<file path="config.mk">
export PLATFORM = sky130hd
export DESIGN_NAME = intr_prio_sel
export DESIGN_NICKNAME = d
export VERILOG_FILES = /design/src/rtl/intr_prio_pkg.sv /design/src/rtl/soft_level_enc.sv /design/src/rtl/pend_store.sv /design/src/rtl/prio_pick.sv /design/src/rtl/intr_prio_sel.sv
export SDC_FILE = /design/constraint.sdc
export NUM_CORES = 1
export LEC_CHECK = 0
export ABC_AREA = 1
export BUFFER_PORTS_ARGS = -buffer_cell sky130_fd_sc_hd__buf_4
export CORE_MARGIN = 5
export CORE_UTILIZATION = 40
export DETAILED_ROUTE_END_ITERATION = 6
export PLACE_DENSITY = 0.7
export SYNTH_ARGS = -nofsm -noshare
export SYNTH_HDL_FRONTEND = slang
export SYNTH_SLANG_ARGS = --single-unit
</file>
<file path="constraint.sdc">
create_clock -name clk -period 2.25 [get_ports clk]
set_input_delay 0.1125 -clock clk [delete_from_list [all_inputs] [get_ports clk]]
set_output_delay 0.1125 -clock clk [all_outputs]
set_load 0.05 [all_outputs]
</file>
<file path="src/rtl/intr_prio_pkg.sv">
package intr_prio_pkg;

    localparam int NUM_SRC = 7;
    localparam int CODE_W  = 3;

    typedef enum logic [CODE_W-1:0] {
        CZ_TLZ   = 3'd0,
        CZ_HTICK = 3'd1,
        CZ_VEC   = 3'd2,
        CZ_CPUQ  = 3'd3,
        CZ_DEVQ  = 3'd4,
        CZ_RERR  = 3'd5,
        CZ_SOFT  = 3'd6
    } cause_e;

    typedef enum logic {
        MODE_SUP = 1'b0,
        MODE_HYP = 1'b1
    } mode_e;

endpackage

</file>
<file path="src/rtl/soft_level_enc.sv">
module soft_level_enc #(
    parameter int SOFT_W = 16,
    localparam int LVL_W = $clog2(SOFT_W)
) (
    input  logic [SOFT_W-1:0] softint,
    output logic [LVL_W-1:0]  level,
    output logic              others_left
);
    logic [SOFT_W-1:0] masked;

    always_comb begin
        level = '0;
        for (int i = 1; i < SOFT_W; i++) begin
            if (softint[i]) level = LVL_W'(i);
        end
    end

    always_comb begin
        masked = softint;
        masked[0] = 1'b0;
        masked[level] = 1'b0;
        others_left = |masked;
    end
endmodule

</file>
<file path="src/rtl/pend_store.sv">
module pend_store
    import intr_prio_pkg::*;
#(
    parameter int NSRC = NUM_SRC
) (
    input  logic            clk,
    input  logic            rst_n,
    input  logic [NSRC-1:0] set_vec,
    input  logic [NSRC-1:0] clr_vec,
    input  logic            bad_post,
    output logic [NSRC-1:0] pend_q,
    output logic            err_q
);
    for (genvar g = 0; g < NSRC; g++) begin : g_flag
        always_ff @(posedge clk) begin
            if (!rst_n) pend_q[g] <= 1'b0;
            else        pend_q[g] <= (pend_q[g] & ~clr_vec[g]) | set_vec[g];
        end
    end

    always_ff @(posedge clk) begin
        if (!rst_n) err_q <= 1'b0;
        else        err_q <= bad_post;
    end
endmodule

</file>
<file path="src/rtl/prio_pick.sv">
module prio_pick
    import intr_prio_pkg::*;
#(
    parameter int LVL_W   = 4,
    parameter int TL_W    = 3,
    parameter int VEC_CUT = 6
) (
    input  logic [NUM_SRC-1:0] pend,
    input  mode_e              mode,
    input  logic               tlz_en,
    input  logic               int_en,
    input  logic [TL_W-1:0]    trap_lvl,
    input  logic [LVL_W-1:0]   pil,
    input  logic [LVL_W-1:0]   soft_lvl,
    output logic               pick_valid,
    output cause_e             pick_cause,
    output logic [LVL_W-1:0]   pick_level
);
    localparam logic [LVL_W-1:0] CUT = LVL_W'(VEC_CUT);

    always_comb begin
        pick_valid = 1'b0;
        pick_cause = CZ_TLZ;
        pick_level = '0;
        unique case (mode)
            MODE_HYP: begin
                if (int_en) begin
                    if (pend[CZ_HTICK]) begin
                        pick_valid = 1'b1;
                        pick_cause = CZ_HTICK;
                    end else if (pend[CZ_VEC]) begin
                        pick_valid = 1'b1;
                        pick_cause = CZ_VEC;
                    end
                end
            end
            MODE_SUP: begin
                if (pend[CZ_TLZ] && tlz_en && (trap_lvl == '0)) begin
                    pick_valid = 1'b1;
                    pick_cause = CZ_TLZ;
                end else if (pend[CZ_HTICK]) begin
                    pick_valid = 1'b1;
                    pick_cause = CZ_HTICK;
                end else if (int_en) begin
                    if (pend[CZ_CPUQ]) begin
                        pick_valid = 1'b1;
                        pick_cause = CZ_CPUQ;
                    end else if (pend[CZ_DEVQ]) begin
                        pick_valid = 1'b1;
                        pick_cause = CZ_DEVQ;
                    end else if (pend[CZ_SOFT] && (soft_lvl < CUT) && pend[CZ_VEC]) begin
                        pick_valid = 1'b1;
                        pick_cause = CZ_VEC;
                    end else if (pend[CZ_SOFT] && (soft_lvl > pil)) begin
                        pick_valid = 1'b1;
                        pick_cause = CZ_SOFT;
                        pick_level = soft_lvl;
                    end else if (pend[CZ_RERR]) begin
                        pick_valid = 1'b1;
                        pick_cause = CZ_RERR;
                    end
                end
            end
            default: ;
        endcase
    end
endmodule

</file>
<file path="src/rtl/intr_prio_sel.sv">
module intr_prio_sel
    import intr_prio_pkg::*;
#(
    parameter int SOFT_W  = 16,
    parameter int TL_W    = 3,
    parameter int VEC_CUT = 6,
    localparam int LVL_W  = $clog2(SOFT_W)
) (
    input  logic              clk,
    input  logic              rst_n,
    input  logic              post_valid,
    input  logic [CODE_W-1:0] post_code,
    input  logic              take,
    input  logic              hpriv,
    input  logic              tlz_en,
    input  logic              int_en,
    input  logic [TL_W-1:0]   trap_lvl,
    input  logic [LVL_W-1:0]  pil,
    input  logic [SOFT_W-1:0] softint,
    output logic              sel_valid,
    output logic [CODE_W-1:0] sel_cause,
    output logic [LVL_W-1:0]  sel_level,
    output logic              any_pending,
    output logic              post_err
);
    logic [NUM_SRC-1:0] pend_q;
    logic [NUM_SRC-1:0] set_vec;
    logic [NUM_SRC-1:0] clr_vec;
    logic               bad_post;
    logic [LVL_W-1:0]   soft_lvl;
    logic               soft_more;
    cause_e             pick_cause;
    mode_e              mode;

    assign mode = hpriv ? MODE_HYP : MODE_SUP;

    always_comb begin
        set_vec  = '0;
        bad_post = 1'b0;
        if (post_valid) begin
            if (post_code < CODE_W'(NUM_SRC)) set_vec[post_code] = 1'b1;
            else                              bad_post = 1'b1;
        end
    end

    always_comb begin
        clr_vec = '0;
        if (take && sel_valid) begin
            if (pick_cause == CZ_SOFT) clr_vec[CZ_SOFT] = ~soft_more;
            else                       clr_vec[pick_cause] = 1'b1;
        end
    end

    soft_level_enc #(.SOFT_W(SOFT_W)) u_enc (
        .softint     (softint),
        .level       (soft_lvl),
        .others_left (soft_more)
    );

    pend_store #(.NSRC(NUM_SRC)) u_store (
        .clk      (clk),
        .rst_n    (rst_n),
        .set_vec  (set_vec),
        .clr_vec  (clr_vec),
        .bad_post (bad_post),
        .pend_q   (pend_q),
        .err_q    (post_err)
    );

    prio_pick #(.LVL_W(LVL_W), .TL_W(TL_W), .VEC_CUT(VEC_CUT)) u_pick (
        .pend       (pend_q),
        .mode       (mode),
        .tlz_en     (tlz_en),
        .int_en     (int_en),
        .trap_lvl   (trap_lvl),
        .pil        (pil),
        .soft_lvl   (soft_lvl),
        .pick_valid (sel_valid),
        .pick_cause (pick_cause),
        .pick_level (sel_level)
    );

    assign sel_cause   = pick_cause;
    assign any_pending = |pend_q;
endmodule

</file>
# Word-level counts from Yosys, hierarchy flattened
# Cells that the tools add are included.
[op_classes]
magnitude_cmp = 9
n_eq_ne = 1
muxes = 60
n_bitwise = 25
reduce_logical = 13
[op_table]
columns = ["op", "n"]
rows = [
  ["$mux W4", 16],
  ["$mux W3", 14],
  ["$mux W7", 3],
  ["$mux W1", 18],
  ["$and A16 B16 Y16", 1],
  ["$not A16 Y16", 1],
  ["$reduce_or A16 Y1", 1],
  ["$logic_and A1 B1 Y1", 9],
  ["$not A1 Y1", 9],
  ["$lt A3 B4 Y1 const B", 2],
  ["$and A1 B1 Y1", 7],
  ["$or A1 B1 Y1", 7],
  ["$reduce_or A7 Y1", 1],
  ["$demux W1 S3", 2],
  ["$ge A3 B1 Y1 const B", 2],
  ["$mux W2", 3],
  ["$mux W6", 1],
  ["$pmux W3 S2", 1],
  ["$lt A4 B5 Y1 const B", 1],
  ["$demux W1 S4", 1],
  ["$ge A4 B1 Y1 const B", 1],
  ["$gt A4 B4 Y1", 1],
  ["$lt A4 B3 Y1 const B", 1],
  ["$eq A3 B3 Y1 const B", 1],
  ["4 further kinds", 4],
]
[totals]
register_bits = 8

# Longest topological paths before layout
[logic_depth]
depth_word = 34
mapped_depth = 32

# Hierarchy
# Synthesis repeated with hierarchy kept, for this count alone.
[unflattened]
cells_unflattened = 232
area_unflattened_um2 = 1213.7
[by_module_without_submodules]
columns = ["mod", "instances", "cells_each", "area_per_inst_um2", "seq_area_each_um2"]
rows = [
  ["soft_level_enc", 1, 79, 376.6, 0.0],
  ["prio_pick", 1, 67, 340.3, 0.0],
  ["pend_store", 1, 39, 311.5, 160.2],
  ["intr_prio_sel", 1, 47, 185.2, 0.0],
]

# Worst setup path after synthesis
# Ideal clock, no wire load.
[synth_timing]
kind = "input-to-output"
from = "in softint[2]"
to = "out sel_level[0]"
arrival_ns = 2.912
required_ns = 2.138
slack_ns = -0.775
cell_stages = 26
n_path_buf = 0
cell_sequence = "inv_1 nand2_1 nand2_1 nand2_1 nand2_1 nand2_1 nand2_1 nand2_1 nand2_1 nand2_1 nand2_1 nand2_1 nand2_1 nand2_2 nand2_1 inv_1 ha_1 inv_1 a21oi_1 o21ai_0 nand3_1 a21oi_1 o21ai_1 inv_1 nand2_1 nor2_1"
[synth_between]
elab_chain_len = 24
elab_cells_between_ends = 27
cone_classes = "order compare (2); mux (22); reduce/logical (3)"
[synth_lines]
columns = ["item", "line_no", "source"]
rows = [
  ["start: declaration", "intr_prio_sel.sv:19", "input logic [SOFT_W-1:0] softint,"],
  ["$mux W2 (*) (2 in a row)", "soft_level_enc.sv:14", "if (softint[i]) level = LVL_W'(i);"],
  ["$mux W3 (*) (4 in a row)", "soft_level_enc.sv:14", ""],
  ["$mux W4 (*) (8 in a row)", "soft_level_enc.sv:14", ""],
  ["$gt A4 B4 Y1 or $lt A4 B3 Y1 (tied branches)", "prio_pick.sv:54, prio_pick.sv:51", ""],
  ["$logic_and A1 B1 Y1 (on tied branches)", "prio_pick.sv:54, prio_pick.sv:51", ""],
  ["$mux W4 or $logic_and A1 B1 Y1 (tied branches)", "prio_pick.sv:54, prio_pick.sv:51", ""],
  ["$mux W4 (*)", "prio_pick.sv:51", "end else if (pend[CZ_SOFT] && (soft_lvl < CUT) && pend[CZ_VEC]) begin"],
  ["$mux W4 (*)", "prio_pick.sv:48", "end else if (pend[CZ_DEVQ]) begin"],
  ["$mux W4 (*)", "prio_pick.sv:45", "if (pend[CZ_CPUQ]) begin"],
  ["$mux W4 (*)", "prio_pick.sv:44", "end else if (int_en) begin"],
  ["$mux W4 (*)", "prio_pick.sv:41", "end else if (pend[CZ_HTICK]) begin"],
  ["$mux W4 (*)", "prio_pick.sv:38", "if (pend[CZ_TLZ] && tlz_en && (trap_lvl == '0)) begin"],
  ["$mux W4 (*)", "prio_pick.sv:25", "unique case (mode)"],
  ["end: declaration", "intr_prio_sel.sv:22", "output logic [LVL_W-1:0] sel_level,"],
]
# Every way passes the cells marked *; elsewhere a longest branch is shown, timed or not.

# Worst setup path in the final report
[layout_timing]
from = "in softint[2]"
to = "out sel_cause[0]"
[layout_between]
elab_chain_len = 24
elab_cells_between_ends = 27
cone_classes = "order compare (2); mux (22); reduce/logical (3)"
[layout_lines]
columns = ["item", "line_no", "source"]
rows = [
  ["$mux W2 (*) (2 in a row)", "soft_level_enc.sv:14", ""],
  ["$mux W3 (*) (4 in a row)", "soft_level_enc.sv:14", ""],
  ["$mux W4 (*) (8 in a row)", "soft_level_enc.sv:14", ""],
  ["$gt A4 B4 Y1 or $lt A4 B3 Y1 (tied branches)", "prio_pick.sv:54, prio_pick.sv:51", ""],
  ["$logic_and A1 B1 Y1 (on tied branches)", "prio_pick.sv:54, prio_pick.sv:51", ""],
  ["$mux W3 or $logic_and A1 B1 Y1 (tied branches)", "prio_pick.sv:54, prio_pick.sv:51", ""],
  ["$mux W3 (*)", "prio_pick.sv:51", ""],
  ["$mux W3 (*)", "prio_pick.sv:48", ""],
  ["$mux W3 (*)", "prio_pick.sv:45", ""],
  ["$mux W3 (*)", "prio_pick.sv:44", ""],
  ["$mux W3 (*)", "prio_pick.sv:41", ""],
  ["$mux W3 (*)", "prio_pick.sv:38", ""],
  ["$pmux W3 S2 (*)", "prio_pick.sv:25", ""],
  ["end: declaration", "intr_prio_sel.sv:21", "output logic [CODE_W-1:0] sel_cause,"],
]
# Marked as above.

==> results.md <==
* Placed wire-length estimate at approximately 2700 microns
* Warnings, synthesis at 0
* Worst slack after detailed placement at -0.297 ns
* Wirelength, routed at between 3000 and 4000 microns
* Gp weighted congestion at about 0.8
* Pin count of the biggest net entering global routing at 10
* Area taken by multi-input logic gates at about 960 sq um
* Failing checks: negative setup slack
* Outcome: complete, but fails checks
* Number of hold-slack violations in the final timing report at 0
* Number of setup violations in the final report at 6
* Pin slew with the least headroom to its limit at around 0.31 ns
* Share of the cycle needed by the critical path after routing at 104%
* Avg Synthesized Cell Area at 5.36 sq um
* Total global routing overflow at 0
* Kind of launch point of the worst setup path: input port
* CTS tree: done
* Share of flip-flops with an asynchronous set or reset at 0%
* Number of filler cells placed in the layout at roughly 240
* Root buf cell: clkbuf_4
* Final Skew at ~0.0028 ns
* Net total in the final layout at roughly 320
* Peak supply drop at approximately 0.37 mV
* Total of buffers placed on input and output ports at 41
* Crit Path Max Fanout at 3
* Post-synth top flop: dfxtp_1
* Critical path data arrival time at 2.24 ns
* Maximum buffer depth of the clock tree at 2
* Maximum clock frequency at 426 MHz
* Number of global-route vias before repair at ~1400
* Total of flip-flops plus latches after synthesis at 8
* Post-Synthesis Net Count at about 250
* Crit path kind: in2out
* Drt drc at 0
* Type of element capturing the critical path: output pin
* Setup repair after global routing missed its margin: true
* Die Width at about 63 microns
* Routed length per instance at approximately 11 microns
* Area of the placeable core at ~2700 sq um
* Detail Route Antenna Nets at 0
* First drt pass iteration count at 4
* Number of diodes at 0
* Total via count after detailed routing at 1482
* Area growth from synthesis to layout at 70.8%
* Setup total negative slack at -0.335 ns
* Non-filler cells, final at ~310
* Placed inst area at ~1700 sq um
* Critical Path RT at between 2 and 2.5 ns
* Ratio of total power to cell area at about 280 nW/um^2
* Class of the most critical hold timing path: in2reg
* Slew Viols, Final at 0
* Synth cell types at 24
* Post-synthesis cell area at approximately 1100 sq um
* Initial DRC count at 46
* Cell leakage power at between 1 and 1.5 nW
* First-pass GRT wire length at 5710 microns
* Count of flip-flops with a built-in enable after synthesis at 0
* Top cells by instance count after synthesis: nand2_1 (68), inv_1 (39), nor2_1 (19)
* Dominant cell by count in the synthesized netlist: nand2_1
* Layout cell share with drive strength beyond 1 at between 40% and 50%
* Site Rows at 19
* Vias per cell at around 4.8
* Later-pin clock latency in the skew report at 0.26 ns
* Sinks on the clock net at 8
* Count of placed standard cells including taps at between 300 and 400
* Final period demand of the worst path at ~2.3 ns
* Synth top area cells: nand2_1 (23%), dfxtp_1 (14%), inv_1 (13%), nor2_1 (6.3%), nand3_1 (6.2%)
* Top-level I/O count at between 40 and 50
* Cell area after layout at 1930 sq um
* Antenna violations before repair at 0
* Floorplan die area at between 3000 and 4000 sq um
* CTS Buf Count at 3
* Worst-case setup margin in the final layout at -0.0985 ns
* Cell type contributing the most total cell area after synthesis: nand2_1
* Deepest level of the CTS H-tree at 1
* Fraction of the core area covered by cells at the end of the flow at 70.7%
* Combined global-route utilization of all metal layers at 16.6%
* Max capacitance violation total at 0
* Effective utilization at floorplan at between 40% and 50%
* Reg area at 160 sq um
* Tightest slew margin relative to the limit at between 70% and 80%
* Portion of synthesized cell area occupied by the leading cell type at 22.6%
* Clock-pin slew on the worst setup and hold paths at 0.05 ns
* Number of standard cells after synthesis at approximately 210
* Hold-fix buffer count after cts at 0
* Part of the Yosys area used for sequential elements at 14.2%
* Height of the chip at 63.2 microns
[report_power, final]
group          internal, W  switching, W
logic             0.000123      0.000147
registers         0.000147    0.00000591
clock network    0.0000610     0.0000491
total             0.000330      0.000202
[routing by layer]
layer / wire length [microns] / GRT usage [%] / share of wire (%)
met1: 1510 / 22.6 / 44
met2: 1720 / 27.9 / 50
met3: 158 / 0.888 / 4.6
met4: 35 / 5.45 / 1.0
met5: 0 / 0 / 0
[metrics by stage]
step | total power [W] | hold slack (ns)
6_report | 0.000532 | 0.125
5_1_grt | 0.000572 | 0.143
4_1_cts | 0.000519 | 0.120
3_5_place_dp | 0.000398 | 0.394
3_3_place_gp | 0.000397 | 0.390
2_1_floorplan | 0.000286 | 0.253
[worst paths after layout]
check | slack, ns | cells after the start | start | end
worst min register to register | 0.52 | 2 | u_store.pend_q[3] | u_store.pend_q[3]
worst min-delay path | 0.13 | 3 | rst_n | u_store.pend_q[6]
worst max register to register | 0.44 | 14 | u_store.pend_q[6] | u_store.pend_q[6]
worst max-delay path | -0.1 | 27 | softint[2] | sel_cause[0]
[critical path, stage by stage]
cell and delay, ns:
buf_8 0.11, clkinv_8 0.04, nand2_4 0.03, nand2_2 0.04, nand2_1 0.04, nand2_1 0.06, nand2_1 0.05, nand2_1 0.05
nand2_1 0.04, nand2_1 0.05, nand2_1 0.04, nand2_1 0.05, nand2_1 0.04, nand2_1 0.07, nand2_2 0.07, nand2_4 0.08
inv_4 0.04, ha_4 0.24, nand4_1 0.10, nand3_2 0.11, nand2_2 0.06, buf_4 0.13, o21ai_2 0.10, nand2_1 0.09
o21ai_4 0.10, buf_6 0.15, buf_8 0.14
[sequential cells by signal, summed over array words and instances, names as in the netlist]
name / flops
u_store.err_q: 1
u_store.pend_q: 7
[area by class of cell]
cell class | count | share of cell area, %
Timing Repair Buffer | 66 | 29.0
Clock buffer | 3 | 1.17
Inverter | 44 | 9.65
Sequential cell | 8 | 8.29
Tap cell | 31 | 2.01
Multi-Input combinational cell | 159 | 49.9
[layout by cell type (no fill, tap or decap), types with 5 or more instances in the layout]
cell,count
nand4_1,7
a21oi_1,7
dfxtp_1,8
buf_4,53
inv_2,6
nand2_2,17
nor2_4,10
nand2_1,57
inv_1,34
buf_6,9
nand3_1,12
o21ai_2,5
a21oi_2,6
nor2_1,14
[timing repair]
| item | CTS | global route |
|---|---|---|
| setup buffers | 1 | 2 |
| resized for setup | 16 | 26 |
| setup endpoints to repair | 9 | 15 |
| pin swaps | 10 | 9 |
[logic make-up (layout without fill, tap and decap cells)]
group,after synthesis,in the layout,synth area share (%)
AO/OA/AOI/OAI,23,23,12.5
adder cells (fa/ha/maj),4,4,4.42
buffers and inverters,44,113,14.6
flip-flops,8,8,14.2
AND/OR/NAND/NOR,132,132,54.3
Note: power is estimated with default switching activity, not from simulation.
